### config.mk
export PLATFORM = sky130hd
export DESIGN_NAME = fetch_skid_buffer
export DESIGN_NICKNAME = d
export VERILOG_FILES = /design/src/rtl/fsb_pkg.sv /design/src/rtl/fsb_store.sv /design/src/rtl/fsb_pop.sv /design/src/rtl/fsb_ctrl.sv /design/src/rtl/fetch_skid_buffer.sv
export SDC_FILE = /design/constraint.sdc
export NUM_CORES = 1
export LEC_CHECK = 0
export BUFFER_PORTS_ARGS = -buffer_cell sky130_fd_sc_hd__buf_2
export CORE_UTILIZATION = 55
export CTS_CLUSTER_DIAMETER = 30
export DETAILED_ROUTE_END_ITERATION = 6
export PLACE_DENSITY = 0.84
export SYNTH_ARGS = -nofsm -noshare
export SYNTH_HDL_FRONTEND = slang
export SYNTH_SLANG_ARGS = --single-unit
### constraint.sdc
create_clock -name clk -period 9.8 [get_ports clk]
set_clock_uncertainty 0.2 [all_clocks]
set_input_delay 1.96 -clock clk [delete_from_list [all_inputs] [get_ports clk]]
set_output_delay 1.96 -clock clk [all_outputs]
set_load 0.01 [all_outputs]
### src/rtl/fsb_pkg.sv
package fsb_pkg;

    localparam int unsigned INSN_W_DEF = 32;
    localparam int unsigned LANES_DEF  = 2;
    localparam int unsigned DEPTH_DEF  = 2;

    typedef enum logic [1:0] {
        ST_EMPTY = 2'd0,
        ST_PART  = 2'd1,
        ST_FULL  = 2'd2
    } occ_state_e;

endpackage

### src/rtl/fsb_store.sv
module fsb_store #(
    parameter int unsigned PKT_W = 64,
    parameter int unsigned DEPTH = 2,
    localparam int unsigned PTR_W = (DEPTH > 1) ? $clog2(DEPTH) : 1
) (
    input  logic             clk,
    input  logic             rst_n,
    input  logic             flush,
    input  logic             push,
    input  logic [PKT_W-1:0] wr_data,
    input  logic [PTR_W-1:0] rd_ptr,
    output logic [PKT_W-1:0] rd_data
);

    logic [PTR_W-1:0] wr_ptr_q;
    logic [PKT_W-1:0] entry_q [DEPTH];

    // write pointer: advances once per stored packet, wraps at DEPTH
    always_ff @(posedge clk or negedge rst_n) begin
        if (!rst_n) begin
            wr_ptr_q <= '0;
        end else if (flush) begin
            wr_ptr_q <= '0;
        end else if (push) begin
            if (wr_ptr_q == PTR_W'(DEPTH - 1)) begin
                wr_ptr_q <= '0;
            end else begin
                wr_ptr_q <= wr_ptr_q + 1'b1;
            end
        end
    end

    // one register per entry, written only when selected
    for (genvar e = 0; e < DEPTH; e++) begin : g_entry
        logic sel;
        assign sel = push && (wr_ptr_q == PTR_W'(e));
        always_ff @(posedge clk or negedge rst_n) begin
            if (!rst_n) begin
                entry_q[e] <= '0;
            end else if (sel) begin
                entry_q[e] <= wr_data;
            end
        end
    end

    assign rd_data = entry_q[rd_ptr];

endmodule

### src/rtl/fsb_pop.sv
module fsb_pop #(
    parameter int unsigned DEPTH = 2,
    localparam int unsigned PTR_W = (DEPTH > 1) ? $clog2(DEPTH) : 1
) (
    input  logic             clk,
    input  logic             rst_n,
    input  logic             flush,
    input  logic             pop,
    output logic [PTR_W-1:0] rd_ptr
);

    logic [PTR_W-1:0] rd_ptr_q;

    // read pointer: advances once per packet taken by decode
    always_ff @(posedge clk or negedge rst_n) begin
        if (!rst_n) begin
            rd_ptr_q <= '0;
        end else if (flush) begin
            rd_ptr_q <= '0;
        end else if (pop) begin
            if (rd_ptr_q == PTR_W'(DEPTH - 1)) begin
                rd_ptr_q <= '0;
            end else begin
                rd_ptr_q <= rd_ptr_q + 1'b1;
            end
        end
    end

    assign rd_ptr = rd_ptr_q;

endmodule

### src/rtl/fsb_ctrl.sv
module fsb_ctrl
    import fsb_pkg::*;
#(
    parameter int unsigned DEPTH = 2,
    localparam int unsigned CNT_W = $clog2(DEPTH + 1)
) (
    input  logic clk,
    input  logic rst_n,
    input  logic flush,
    input  logic dec_stall,
    input  logic in_valid,
    output logic push,
    output logic pop,
    output logic empty,
    output logic fetch_en
);

    occ_state_e       state_q, state_d;
    logic [CNT_W-1:0] cnt_q, cnt_d;
    logic [CNT_W:0]   proj;
    logic             is_empty, is_full;

    // state register
    always_ff @(posedge clk or negedge rst_n) begin
        if (!rst_n) begin
            state_q <= ST_EMPTY;
            cnt_q   <= '0;
        end else begin
            state_q <= state_d;
            cnt_q   <= cnt_d;
        end
    end

    // decode of the current state
    always_comb begin
        is_empty = 1'b0;
        is_full  = 1'b0;
        unique case (state_q)
            ST_EMPTY: is_empty = 1'b1;
            ST_PART:  ;
            ST_FULL:  is_full = 1'b1;
            default:  is_empty = 1'b1;
        endcase
    end

    // outputs: push/pop strobes and the fetch throttle
    always_comb begin
        push = in_valid && !flush && !(is_empty && !dec_stall);
        pop  = !is_empty && !dec_stall && !flush;
        proj = {1'b0, cnt_q} + (CNT_W + 1)'(push) - (CNT_W + 1)'(pop);
        fetch_en = flush || (proj < (CNT_W + 1)'(DEPTH));
        empty = is_empty;
    end

    // next occupancy and transitions T_CAPTURE/T_FILL/T_DRAIN/T_FLUSH
    always_comb begin
        cnt_d   = cnt_q;
        state_d = state_q;
        if (flush) begin
            cnt_d   = '0;
            state_d = ST_EMPTY;
        end else begin
            cnt_d = proj[CNT_W-1:0];
            unique case (state_q)
                ST_EMPTY: begin
                    if (push) state_d = (DEPTH == 1) ? ST_FULL : ST_PART;
                end
                ST_PART: begin
                    if (cnt_d == '0) begin
                        state_d = ST_EMPTY;
                    end else if (cnt_d == CNT_W'(DEPTH)) begin
                        state_d = ST_FULL;
                    end
                end
                ST_FULL: begin
                    if (cnt_d == '0) begin
                        state_d = ST_EMPTY;
                    end else if (cnt_d != CNT_W'(DEPTH)) begin
                        state_d = ST_PART;
                    end
                end
                default: begin
                    state_d = ST_EMPTY;
                    cnt_d   = '0;
                end
            endcase
        end
        if (is_full && push && !pop) begin
            cnt_d = cnt_q;
        end
    end

endmodule

### src/rtl/fetch_skid_buffer.sv
module fetch_skid_buffer
    import fsb_pkg::*;
#(
    parameter int unsigned INSN_W = INSN_W_DEF,
    parameter int unsigned LANES  = LANES_DEF,
    parameter int unsigned DEPTH  = DEPTH_DEF,
    localparam int unsigned PKT_W = INSN_W * LANES,
    localparam int unsigned PTR_W = (DEPTH > 1) ? $clog2(DEPTH) : 1
) (
    input  logic             clk,
    input  logic             rst_n,
    input  logic             flush,
    input  logic             dec_stall,
    input  logic             in_valid,
    input  logic [PKT_W-1:0] in_pkt,
    output logic             out_valid,
    output logic [PKT_W-1:0] out_pkt,
    output logic             fetch_en
);

    logic             push, pop, buf_empty;
    logic [PTR_W-1:0] rd_ptr;
    logic [PKT_W-1:0] head_pkt;

    fsb_ctrl #(.DEPTH(DEPTH)) ctrl_i (
        .clk       (clk),
        .rst_n     (rst_n),
        .flush     (flush),
        .dec_stall (dec_stall),
        .in_valid  (in_valid),
        .push      (push),
        .pop       (pop),
        .empty     (buf_empty),
        .fetch_en  (fetch_en)
    );

    fsb_store #(.PKT_W(PKT_W), .DEPTH(DEPTH)) store_i (
        .clk     (clk),
        .rst_n   (rst_n),
        .flush   (flush),
        .push    (push),
        .wr_data (in_pkt),
        .rd_ptr  (rd_ptr),
        .rd_data (head_pkt)
    );

    fsb_pop #(.DEPTH(DEPTH)) pop_i (
        .clk    (clk),
        .rst_n  (rst_n),
        .flush  (flush),
        .pop    (pop),
        .rd_ptr (rd_ptr)
    );

    // bypass when empty; lanes pass through in place
    always_comb begin
        out_valid = !flush && (!buf_empty || in_valid);
        out_pkt   = buf_empty ? in_pkt : head_pkt;
    end

endmodule

==> metrics.txt <==
Gate Count Post-Synth 531; top cell type's share of synthesized area 0.5091; sequential share of power 0.391; share of cells above drive strength 1 0.4376; flops & latches, synth about 130; crit-path max FO 10; CTS clock-pin slew for the worst setup and hold paths 50 ps; CTS H-tree depth 4; Core Region 11560 um2; Max-Cap Viols 0; die area 12420 um2; leakage power 3.545 nW; final wirelength 13360 um; Int Pwr 1.735 mW; GP Congestion 0.7662; WP data required 7640 ps; CP Capture Type output port; residual DRC count 21; fin crit period around 6000 ps; Slowest cell on crit path fa_1; Die H 111.4 um; internal reg-to-reg setup slack 5900 ps; Slew HR 0.2145; worst slew pin tran 1178 ps; met2 GRT Util 0.3933; RSZ-0062 raised after global routing no; hold worst-path end store_i.entry_q[10]$_DFFE_PN0P_; vias in the first global route about 4800; PortBufs ~130; register area share after synthesis 0.5091; P_sw 0.8557 mW; synthesized area 6586 um2; GRT busiest layer met2; Total GRT Usage 0.2295; Syn Area/Cell 12.40 um2; DR vias 4455; Resized cells post-CTS 0; ANT cells 0; reg-to-reg critical path startpoint ctrl_i.state_q[0]$_DFFE_PN0P_; Final Cycle Share 0.6172; Max Clk Rate between 0.15 and 0.2 GHz; drt wl/cell 16.53 um; global-route wire length before repair 22350 um; fin nets 729; largest net degree at the start of global routing 75; top cells by area, synth dfrtp_1, mux2_2, mux2i_1, a21oi_1, nor2_1; CTS sink count about 130; DRT Pass-1 Iters 6; Skew-Pair Late Insertion Delay about 420 ps; hold_buf cts 0; Switching Fraction 0.3303; most frequent cells in the layout dfrtp_1, buf_2, mux2_2; top cell type by total area after synthesis dfrtp_1; critical path launch point type primary input; Area Overhead vs Synth 19.05%; Die Span X 111.4 um; initial core utilization 0.5695; PD cells 330.4 nW/um2; final hold violation count 0; row cnt 39; CP Cell Sequence buf_2 > nor2b_4 > o21ai_2 > ha_1 > inv_1 > ha_1 > inv_1 > fa_1 > a21o_1 > buf_2; Combinational Power Share 0.357; CP max stage delay 510 ps; Max clock buf depth 2; CTS root buffer clkbuf_16; GR Layer Usage met3 0.08274; Hold Path Origin store_i.entry_q[10]$_DFFE_PN0P_; CTS buffer count 17; WHS Path Cells 1; Routed Antenna Nets 0; failing checks DRC; setup_tns 0 ps; Worst Hold Class reg2reg; 1st-iter DRT viols 299; Max VDD drop 0.2311 mV; routed vias/inst between 5 and 6; met1 GRT Util 0.2590; Detail Placement HPWL 8219 um; postcts setup bufs 0; Setup WS post-layout roughly 3800 ps; Reg2Reg Capture Point ctrl_i.state_q[1]$_DFFE_PN0P_; synth warn 0; CP Data Arrival Time between 3000 and 4000 ps; final setup vio count 0; Ports 135; Slew Limit Fails 0; Crit Path Class in2out; Clock Power Share 0.251; initial antenna violation count 0; outcome complete, but fails checks; Synth cell types 29; Setup WS pre-CTS 3787 ps; CTS tree yes; Synthesized Nets between 600 and 700; FF-to-FF path depth 13; total gr overflow 0
## worst max-delay path: cells and delay by family
| kind | cells | cell delay [ps] |
|---|---|---|
| adder cells (fa/ha/maj) | 3 | 980 |
| buffers and inverters | 4 | 430 |
| AO/OA/AOI/OAI | 2 | 340 |
| AND/OR/NAND/NOR | 1 | 190 |
## power groups by stage
| stage | Clock (mW) | Sequential [mW] | Combinational [mW] |
|---|---|---|---|
| after CTS | 0.661 | 1.02 | 0.937 |
| after global routing | 0.684 | 1.05 | 1.02 |
| after detailed placement | 0 | 1.02 | 0.928 |
| final | 0.651 | 1.01 | 0.926 |
| after floorplan | 0 | 0.931 | 0.717 |
| after global placement | 0 | 0.991 | 0.888 |
## cell type report
cell class                 instances  area (um2)
clock buffer                      22       484.2
clock inverter                    10       125.1
fill                             848        3724
inverter                           5       18.77
multi-input combinational        357        2982
sequential                       134        3357
tap                              143       178.9
timing repair buffer             137       695.7
## Yosys cell counts
| library cell | number |
|---|---|
| a21oi_1 | 64 |
| a222oi_1 | 1 |
| nand3_1 | 3 |
| ha_1 | 7 |
| nor2b_4 | 1 |
| nor3_1 | 1 |
| mux2_1 | 12 |
| a21o_1 | 2 |
| o21ai_2 | 1 |
| mux2i_1 | 64 |
| o211ai_4 | 1 |
| o21ai_0 | 1 |
| xnor2_1 | 2 |
| nand4_1 | 1 |
| nor2_8 | 1 |
| o31ai_1 | 2 |
| xor2_1 | 1 |
| nand2b_1 | 1 |
| buf_2 | 13 |
| mux2_2 | 117 |
| nor2b_1 | 2 |
| dfrtp_1 | 134 |
| inv_1 | 5 |
| o21ai_1 | 1 |
| buf_6 | 13 |
| clkbuf_1 | 7 |
| buf_1 | 2 |
| nor2_1 | 70 |
| fa_1 | 1 |
## metal layers
layer,up-vias,wire (um)
met5,-,0
met4,0,237
met3,20,906
met2,119,6629
met1,2191,5587
li1,2125,-
## sequential cells by signal, indices dropped and copies added (netlist names)
| signal | count |
|---|---|
| ctrl_i.cnt_q | 2 |
| ctrl_i.state_q | 2 |
| pop_i.rd_ptr | 1 |
| store_i.entry_q | 128 |
| store_i.wr_ptr_q | 1 |
## worst max path at each step
stage	startpoint	to	slack [ps]	cells past startpoint
3_3_place_gp	flush	fetch_en	3870	11
6_report	flush	fetch_en	3750	10
5_1_grt	flush	fetch_en	3690	10
4_1_cts	flush	fetch_en	3770	10
3_5_place_dp	flush	fetch_en	3790	10
2_1_floorplan	flush	fetch_en	4100	10
## per-stage QoR
| stage | cell area (um2) | util | power [mW] | hold slack [ps] | cells |
|---|---|---|---|---|---|
| detailed placement | 7232 | 0.6253 | 1.949 | 283.9 | 776 |
| global route | 7841 | 0.6780 | 2.751 | 312.1 | 808 |
| finish | 7841 | 0.6780 | 2.591 | 293.4 | 808 |
| global placement | 7232 | 0.6253 | 1.880 | 265.8 | 776 |
| floorplan | 6586 | - | 1.648 | 257.4 | 531 |
| CTS | 7841 | 0.6780 | 2.613 | 296.5 | 808 |
## kinds of logic (layout without fill, tap and decap cells)
logic type      after synthesis  after routing  share of synthesized area
flops                       134            134                     0.5091
fa+ha+maj                     8              8                    0.01634
xor+xnor                      3              3                   0.003990
buf+inv                      40            174                    0.04008
compound gates               73             73                    0.06079
simple gates                 80             80                    0.05186
mux                         193            193                     0.3178
(Power assumes the default switching activity.)
